`src/rtl/pmpchk_pkg.sv`:
```
package pmpchk_pkg;

  // per-entry configuration layout
  localparam int CFG_W      = 6;
  localparam int CB_R       = 0;
  localparam int CB_W       = 1;
  localparam int CB_X       = 2;
  localparam int CB_AM_LO   = 3;
  localparam int CB_AM_HI   = 4;
  localparam int CB_LOCK    = 5;

  // permission set: bit 0 read, bit 1 write, bit 2 execute
  typedef logic [2:0] perm_t;

  localparam perm_t P_NONE = 3'b000;
  localparam perm_t P_R    = 3'b001;
  localparam perm_t P_RW   = 3'b011;
  localparam perm_t P_X    = 3'b100;
  localparam perm_t P_RX   = 3'b101;
  localparam perm_t P_RWX  = 3'b111;

  // which path decided the result
  typedef enum logic [1:0] {
    SRC_DEFAULT = 2'd0,
    SRC_MATCH   = 2'd1,
    SRC_PARTIAL = 2'd2
  } src_e;

endpackage

```
`src/rtl/pmpchk_perm_decode.sv`:
```
module pmpchk_perm_decode
  import pmpchk_pkg::*;
(
  input  logic  lock,
  input  perm_t rwx,
  input  logic  mmode,
  input  logic  mml,
  output perm_t grant
);

  logic [3:0] idx;
  perm_t      legacy_g;
  perm_t      mtab_g;
  perm_t      utab_g;

  assign idx = {lock, rwx[0], rwx[1], rwx[2]};

  assign legacy_g = (mmode && !lock) ? P_RWX : rwx;

  always_comb begin
    unique case (idx)
      4'd2, 4'd3, 4'd14: mtab_g = P_RW;
      4'd9, 4'd10:       mtab_g = P_X;
      4'd11, 4'd13:      mtab_g = P_RX;
      4'd12, 4'd15:      mtab_g = P_R;
      default:           mtab_g = P_NONE;
    endcase
  end

  always_comb begin
    unique case (idx)
      4'd1, 4'd10, 4'd11: utab_g = P_X;
      4'd2, 4'd4, 4'd15:  utab_g = P_R;
      4'd3, 4'd6:         utab_g = P_RW;
      4'd5:               utab_g = P_RX;
      4'd7:               utab_g = P_RWX;
      default:            utab_g = P_NONE;
    endcase
  end

  assign grant = !mml ? legacy_g : (mmode ? mtab_g : utab_g);

  always_comb begin

    mml_mmode_not_full_chk: assert (!(mml && mmode) || (grant != P_RWX))
      else $error("machine mode got full access under lockdown");

    mml_user_locked_nowrite_chk: assert (!(mml && !mmode && lock) || !grant[1])
      else $error("locked entry gave write to lower mode");

    legacy_unlocked_m_chk: assert (!(!mml && mmode && !lock) || (grant == P_RWX))
      else $error("unlocked entry restricted machine mode");
  end

endmodule

```
`config.mk`:
```
export PLATFORM = sky130hd
export DESIGN_NAME = pmpchk_perm_decode
export DESIGN_NICKNAME = d
export VERILOG_FILES = /design/src/rtl/pmpchk_pkg.sv /design/src/rtl/pmpchk_perm_decode.sv
export SDC_FILE = /design/constraint.sdc
export NUM_CORES = 1
export LEC_CHECK = 0
export ABC_AREA = 0
export ABC_CLOCK_PERIOD_IN_PS = 800
export BUFFER_PORTS_ARGS = -buffer_cell sky130_fd_sc_hd__buf_2
export CAP_MARGIN = 5
export CORE_AREA = 2 2 39 41
export DETAILED_ROUTE_END_ITERATION = 8
export DIE_AREA = 0 0 41 43
export GPL_ROUTABILITY_DRIVEN = 1
export PLACE_DENSITY_LB_ADDON = 0.08
export SETUP_SLACK_MARGIN = 0.2
export SLEW_MARGIN = 15
export SYNTH_ARGS = -nofsm -noshare
export SYNTH_HDL_FRONTEND = slang
export SYNTH_SLANG_ARGS = --single-unit
```
`constraint.sdc`:
```
create_clock -name vclk -period 0.8
set_input_delay 0.08 -clock vclk [all_inputs]
set_output_delay 0.08 -clock vclk [all_outputs]
set_load 0.03 [all_outputs]
```
==> metrics, run 1 <==
dominant cells by area after synthesis sky130_fd_sc_hd__o211ai_2 (7.5%), sky130_fd_sc_hd__a221o_1 (6.0%), sky130_fd_sc_hd__a21o_2 (5.3%); slew at the pin closest to its max-slew limit 0.190 ns; endpoints failing setup 3; Worst setup EP type primary output; buffers and inverters on the worst path 2; cell family with most CP delay compound AO/OA/AOI/OAI gates; worst vdd rail ir drop 0.197 mV; peak fanout along the critical path 6; power per unit of standard cell area 634 mW/mm^2; proportion of layout cells with a drive suffix above 1 0.605; count of hold-fix buffers inserted at cts 0; Placeable Area 0.00138 mm^2; number of placed instances with taps included 54; number of I/O port buffers 9; final design utilization 0.254; time the worst path needs with I/O delays and setup 0.989 ns; routed vias/inst 4.54; critical path depth in cells 5; highest clock frequency the design can meet 1010 MHz; area post-placement 282 um^2; post-synthesis share of cell area spent on xor and xnor gates 0; number of flip-flops and latches 0; crit-path max cell delay 0.27 ns; Starting DRT DRC Count 6; Setup CP Type input pin to primary output; sequential share of the synthesized area 0; final cell count without fillers 54; result of the run finished with violations; Int Pwr 0.116 mW; static leakage 0.145 nW; total of max-cap violations 0; initial antenna violation count 0; Ant. Diodes 0; unrepaired setup endpoints after global routing yes; complex-gate fraction of the synthesized area 0.549; Synth Area in Adders 0; global-route wire length before repair 924 um; master of the slowest instance on the critical path sky130_fd_sc_hd__o31a_1; type of the tightest min-delay check input pin to primary output; Power Total 0.223 mW; worst-path cell chain buf_8 -> nor2b_1 -> o31a_1 -> o211ai_4 -> buf_6; post-CTS setup buffer count 0; combinational family with the most area after synthesis compound AO/OA/AOI/OAI gates; die area 0.00176 mm^2; sequential cell area 0 um^2; via count of the first global-routing pass 200; Critical Path Start Type input pin; worst max-slew margin expressed relative to the limit 0.872; Synthesized Nets 30; net switching fraction of the power 0.482; WP data required 0.72 ns; Post-Synthesis Cell Area 166 um^2; count of antenna-violating nets left after detailed routing 0; syn_area_per_cell 6.93 um^2; Yosys cell types 22; number of vias after detailed routing 245; DRC Markers 0; top-area cell type share of the netlist area 0.0752; worst setup path endpoint grant[2]; overall fraction of global-route tracks in use 0.0701; number of placed I/O pins 9; number of instances in the synthesized netlist 24; total length of routed wires 562 um; router iterations before antenna repair 4; post-place setup slack -0.268 ns; launching element of the worst setup path rwx[1]; initial core utilization 0.120; final HPWL from detailed placement 446 um; average wire per standard cell 10.4 um; Sw Pwr 0.108 mW; P&R area growth vs syn 111%; Final Hold Vio Count 0; mux contribution to synthesized area 0; part of the total power dissipated in combinational logic 1.000; simple-gate share of the synthesized area 0.376; Layout Nets 46; Remaining Overflow, GRT 0; fraction of power consumed by sequential logic 0; clock group share of total power 0; share of the cycle needed by the critical path after routing 1.24; final critical-path setup slack -0.189 ns; Total Negative Setup Slacks -0.478 ns; count of clock buffers in the final design 0; number of warning messages in the yosys log 0; finished layout cell area 352 um^2; leading post-synthesis cells by instance count sky130_fd_sc_hd__inv_1 (2), sky130_fd_sc_hd__nor2_1 (2); largest net degree at the start of global routing 10; Die W 41 um; global placer's final weighted congestion 0.698; number of placement rows 14; violations in the final reports negative setup slack; Post-Route Hold Slack 0.593 ns; final slew viol count 0; DIE HEIGHT 43 um; most area-hungry cell type in the Yosys netlist sky130_fd_sc_hd__o211ai_2; critical path arrival 0.91 ns
==> cells in the final DEF (no fill, tap or decap) <==
cell	n
sky130_fd_sc_hd__a21o_2	1
sky130_fd_sc_hd__a21oi_2	1
sky130_fd_sc_hd__a221o_2	1
sky130_fd_sc_hd__a31o_1	1
sky130_fd_sc_hd__a32oi_1	1
sky130_fd_sc_hd__and3b_1	1
sky130_fd_sc_hd__buf_4	7
sky130_fd_sc_hd__buf_6	6
sky130_fd_sc_hd__buf_8	1
sky130_fd_sc_hd__clkbuf_4	1
sky130_fd_sc_hd__inv_1	1
sky130_fd_sc_hd__inv_2	1
sky130_fd_sc_hd__nand2_2	1
sky130_fd_sc_hd__nand2b_1	1
sky130_fd_sc_hd__nand3b_1	1
sky130_fd_sc_hd__nand4b_1	1
sky130_fd_sc_hd__nor2_1	1
sky130_fd_sc_hd__nor2_4	1
sky130_fd_sc_hd__nor2b_1	1
sky130_fd_sc_hd__o211ai_1	1
sky130_fd_sc_hd__o211ai_4	1
sky130_fd_sc_hd__o21ai_2	1
sky130_fd_sc_hd__o221ai_1	1
sky130_fd_sc_hd__o31a_1	1
sky130_fd_sc_hd__o31ai_1	1
sky130_fd_sc_hd__or2_1	1
sky130_fd_sc_hd__or2b_1	1
==> metal layers <==
layer | track usage | share of wire | up-vias
li1 | - | - | 127
met1 | 0.124 | 0.50 | 106
met2 | 0.0969 | 0.43 | 12
met3 | 0 | 0.077 | 0
met4 | 0 | 0 | 0
met5 | 0 | 0 | -
==> cell type report <==
cell class                 instances  area (um^2)
inverter                           2         7.51
tap                               16         20.0
timing repair buffer              15          143
fill                             155         1030
multi-input combinational         21          181
==> logic make-up after synthesis <==
logic type             Yosys count
AOI/OAI and AO/OA               11
buffers and inverters            3
and+or+nand+nor                 10
==> timing repair <==
item,CTS,global route
pin swaps,6,2
endpoints found under the hold margin,0,0
endpoints found under the setup margin,3,3
gates cloned,0,0
resized for setup,16,6
==> power by group through the flow <==
stage                     combinational (mW)  sequential [mW]  clock, mW
after floorplan                        0.106                0          0
after global placement                 0.174                0          0
after detailed placement               0.176                0          0
after CTS                              0.212                0          0
after global routing                   0.240                0          0
final                                  0.223                0          0
==> worst min path at each step <==
stage / to / slack (ns) / cells past startpoint / start
after floorplan: grant[2] / 0.37 / 2 / rwx[2]
after global placement: grant[0] / 0.67 / 4 / mmode
after detailed placement: grant[0] / 0.66 / 4 / mmode
after CTS: grant[1] / 0.61 / 4 / rwx[1]
after global routing: grant[2] / 0.63 / 4 / mmode
final: grant[2] / 0.59 / 4 / mmode
No activity file was read; power rests on OpenSTA's default activity.
==> inputs of run 2 (changes only) <==
--- a/config.mk
+++ b/config.mk
@@ -12,7 +12,7 @@
 export CORE_AREA = 2 2 39 41
 export DETAILED_ROUTE_END_ITERATION = 8
 export DIE_AREA = 0 0 41 43
-export GPL_ROUTABILITY_DRIVEN = 1
+export GPL_TIMING_DRIVEN = 0
 export PLACE_DENSITY_LB_ADDON = 0.08
 export SETUP_SLACK_MARGIN = 0.2
 export SLEW_MARGIN = 15
==> constraint.sdc (replaced) <==
create_clock -name vclk -period 0.8
set_input_delay 0.16 -clock vclk [all_inputs]
set_output_delay 0.16 -clock vclk [all_outputs]
set_load 0.03 [all_outputs]
==> run 2 against run 1 <==
The run still ends with negative setup slack left. Via count shrank 7.3%. Final area shrank 11%. Largest cell class unchanged. Sequential share of layout area is the same. Total power shrank 9.5%.
==> metrics, run 2 (synthesized netlist as in run 1, its figures left out) <==
most common library cell in the layout ignoring fill and taps sky130_fd_sc_hd__buf_6; routed vias/inst 4.63 (+2.1%); type of the tightest min-delay check input pin to primary output; crit-path max cell delay 0.20 ns (-0.07 ns); worst vdd rail ir drop 0.176 mV (-11%); number of placement rows 14 (unchanged); post-place setup slack -0.448 ns (-0.180 ns); count of clock buffers in the final design 0 (unchanged); largest net degree at the start of global routing 10 (unchanged); share of the cycle needed by the critical path after routing 1.40 (+0.161); final slew viol count 0 (unchanged); P&R area growth vs syn 87.2%; initial core utilization 0.120 (unchanged); static leakage 0.125 nW (-13%); Setup CP Type input pin to primary output; Ant. Diodes 0 (unchanged); Remaining Overflow, GRT 0 (unchanged); initial antenna violation count 0 (unchanged); violations in the final reports negative setup slack; Die W 41 um (unchanged); master of the slowest instance on the critical path sky130_fd_sc_hd__a31o_1; time the worst path needs with I/O delays and setup 1.12 ns (+0.129 ns); worst max-slew margin expressed relative to the limit 0.861 (-0.0112); number of flip-flops and latches 0 (unchanged); unrepaired setup endpoints after global routing yes; router iterations before antenna repair 4 (unchanged); Post-Route Hold Slack 0.734 ns (+0.141 ns); area post-placement 246 um^2 (-12%); number of placed instances with taps included 48 (-11%); global placer's final weighted congestion 0.661 (-5.2%); proportion of layout cells with a drive suffix above 1 0.515 (-0.0901); leading cell types in the layout, fill and taps excluded sky130_fd_sc_hd__buf_6 (5), sky130_fd_sc_hd__buf_8 (2), sky130_fd_sc_hd__buf_4 (2); number of I/O port buffers 8 (-1); Starting DRT DRC Count 6 (unchanged); number of vias after detailed routing 227 (-7.3%); Final Hold Vio Count 0 (unchanged); average wire per standard cell 9.92 um (-4.7%); final critical-path setup slack -0.318 ns (-0.129 ns); sequential cell area 0 um^2 (unchanged); overall fraction of global-route tracks in use 0.0611 (-0.00901); total of fill cells in the finished design 160 (+3.2%); launching element of the worst setup path rwx[1]; Worst Hold Path Cells 4 (unchanged); endpoints failing setup 3 (unchanged); count of antenna-violating nets left after detailed routing 0 (unchanged); Critical Path Start Type input pin; total length of routed wires 486 um (-14%); worst-path cell chain buf_8 -> a31o_1 -> o221ai_1 -> o211ai_1 -> buf_4; total of max-cap violations 0 (unchanged); die area 0.00176 mm^2 (unchanged); Placeable Area 0.00138 mm^2 (unchanged); final cell count without fillers 49 (-9.3%); DIE HEIGHT 43 um (unchanged); power per unit of standard cell area 648 mW/mm^2 (+2.2%); critical path arrival 0.96 ns (+0.05 ns); Total Negative Setup Slacks -0.929 ns (-0.451 ns); finished layout cell area 312 um^2 (-11%); Layout Nets 41 (-11%); peak fanout along the critical path 6 (unchanged); Worst setup EP type primary output; highest clock frequency the design can meet 894 MHz (-12%); slew at the pin closest to its max-slew limit 0.207 ns (+0.0166 ns); global-route wire length before repair 800 um (-13%); number of placed I/O pins 9 (unchanged); DRC Markers 0 (unchanged); result of the run finished with violations; via count of the first global-routing pass 190 (-5.0%); hold endpoint grant[2]; startpoint of the most critical hold path rwx[2]; WP data required 0.64 ns (-0.08 ns)
-- run 2: how the worst max path moves through the flow --
stage                     endpoint  slack (ns)  depth (start not counted)
final                     grant[0]       -0.32                          5
after global placement    grant[2]       -0.45                          5
after global routing      grant[2]       -0.35                          5
after CTS                 grant[2]       -0.39                          5
after floorplan           grant[0]       -0.25                          4
after detailed placement  grant[2]       -0.45                          5
-- run 2: worst max-delay path, delay by kind of cell --
kind            cells  cell delay [ns]
compound gates      3             0.51
buf+inv             2             0.28
-- run 2: stage by stage --
step,power [mW],utilization
after floorplan,0.106,-
after global placement,0.157,0.178
after detailed placement,0.158,0.178
after CTS,0.199,0.221
after global routing,0.217,0.225
final,0.202,0.225
-- run 2: cell type report --
type | count | area [um^2] | share of cell area
Multi-Input combinational cell | 21 | 178 | 0.570
Tap cell | 16 | 20.0 | 0.0643
Timing Repair Buffer | 9 | 91.3 | 0.293
Inverter | 2 | 7.51 | 0.0241
Buffer | 1 | 15.0 | 0.0482
-- run 2: what timing repair did --
item,in CTS,in global routing
endpoints found under the setup margin,3,3
pin swaps,6,4
hold buffers,0,0
buffers inserted,1,0
resized for setup,16,2
-- run 2: where the power goes --
| group | internal (mW) | switching (mW) | leakage [nW] |
|---|---|---|---|
| clock | 0 | 0 | 0 |
| combinational | 0.102 | 0.0997 | 0.125 |
| sequential | 0 | 0 | 0 |
| total | 0.102 | 0.0997 | 0.125 |
-- run 2: metal layers --
metal,share of wire,GRT usage,up-vias
met2,0.48,0.106,6
met5,0,0,-
li1,-,-,114
met4,0,0,0
met3,0.058,0,0
met1,0.46,0.0860,107
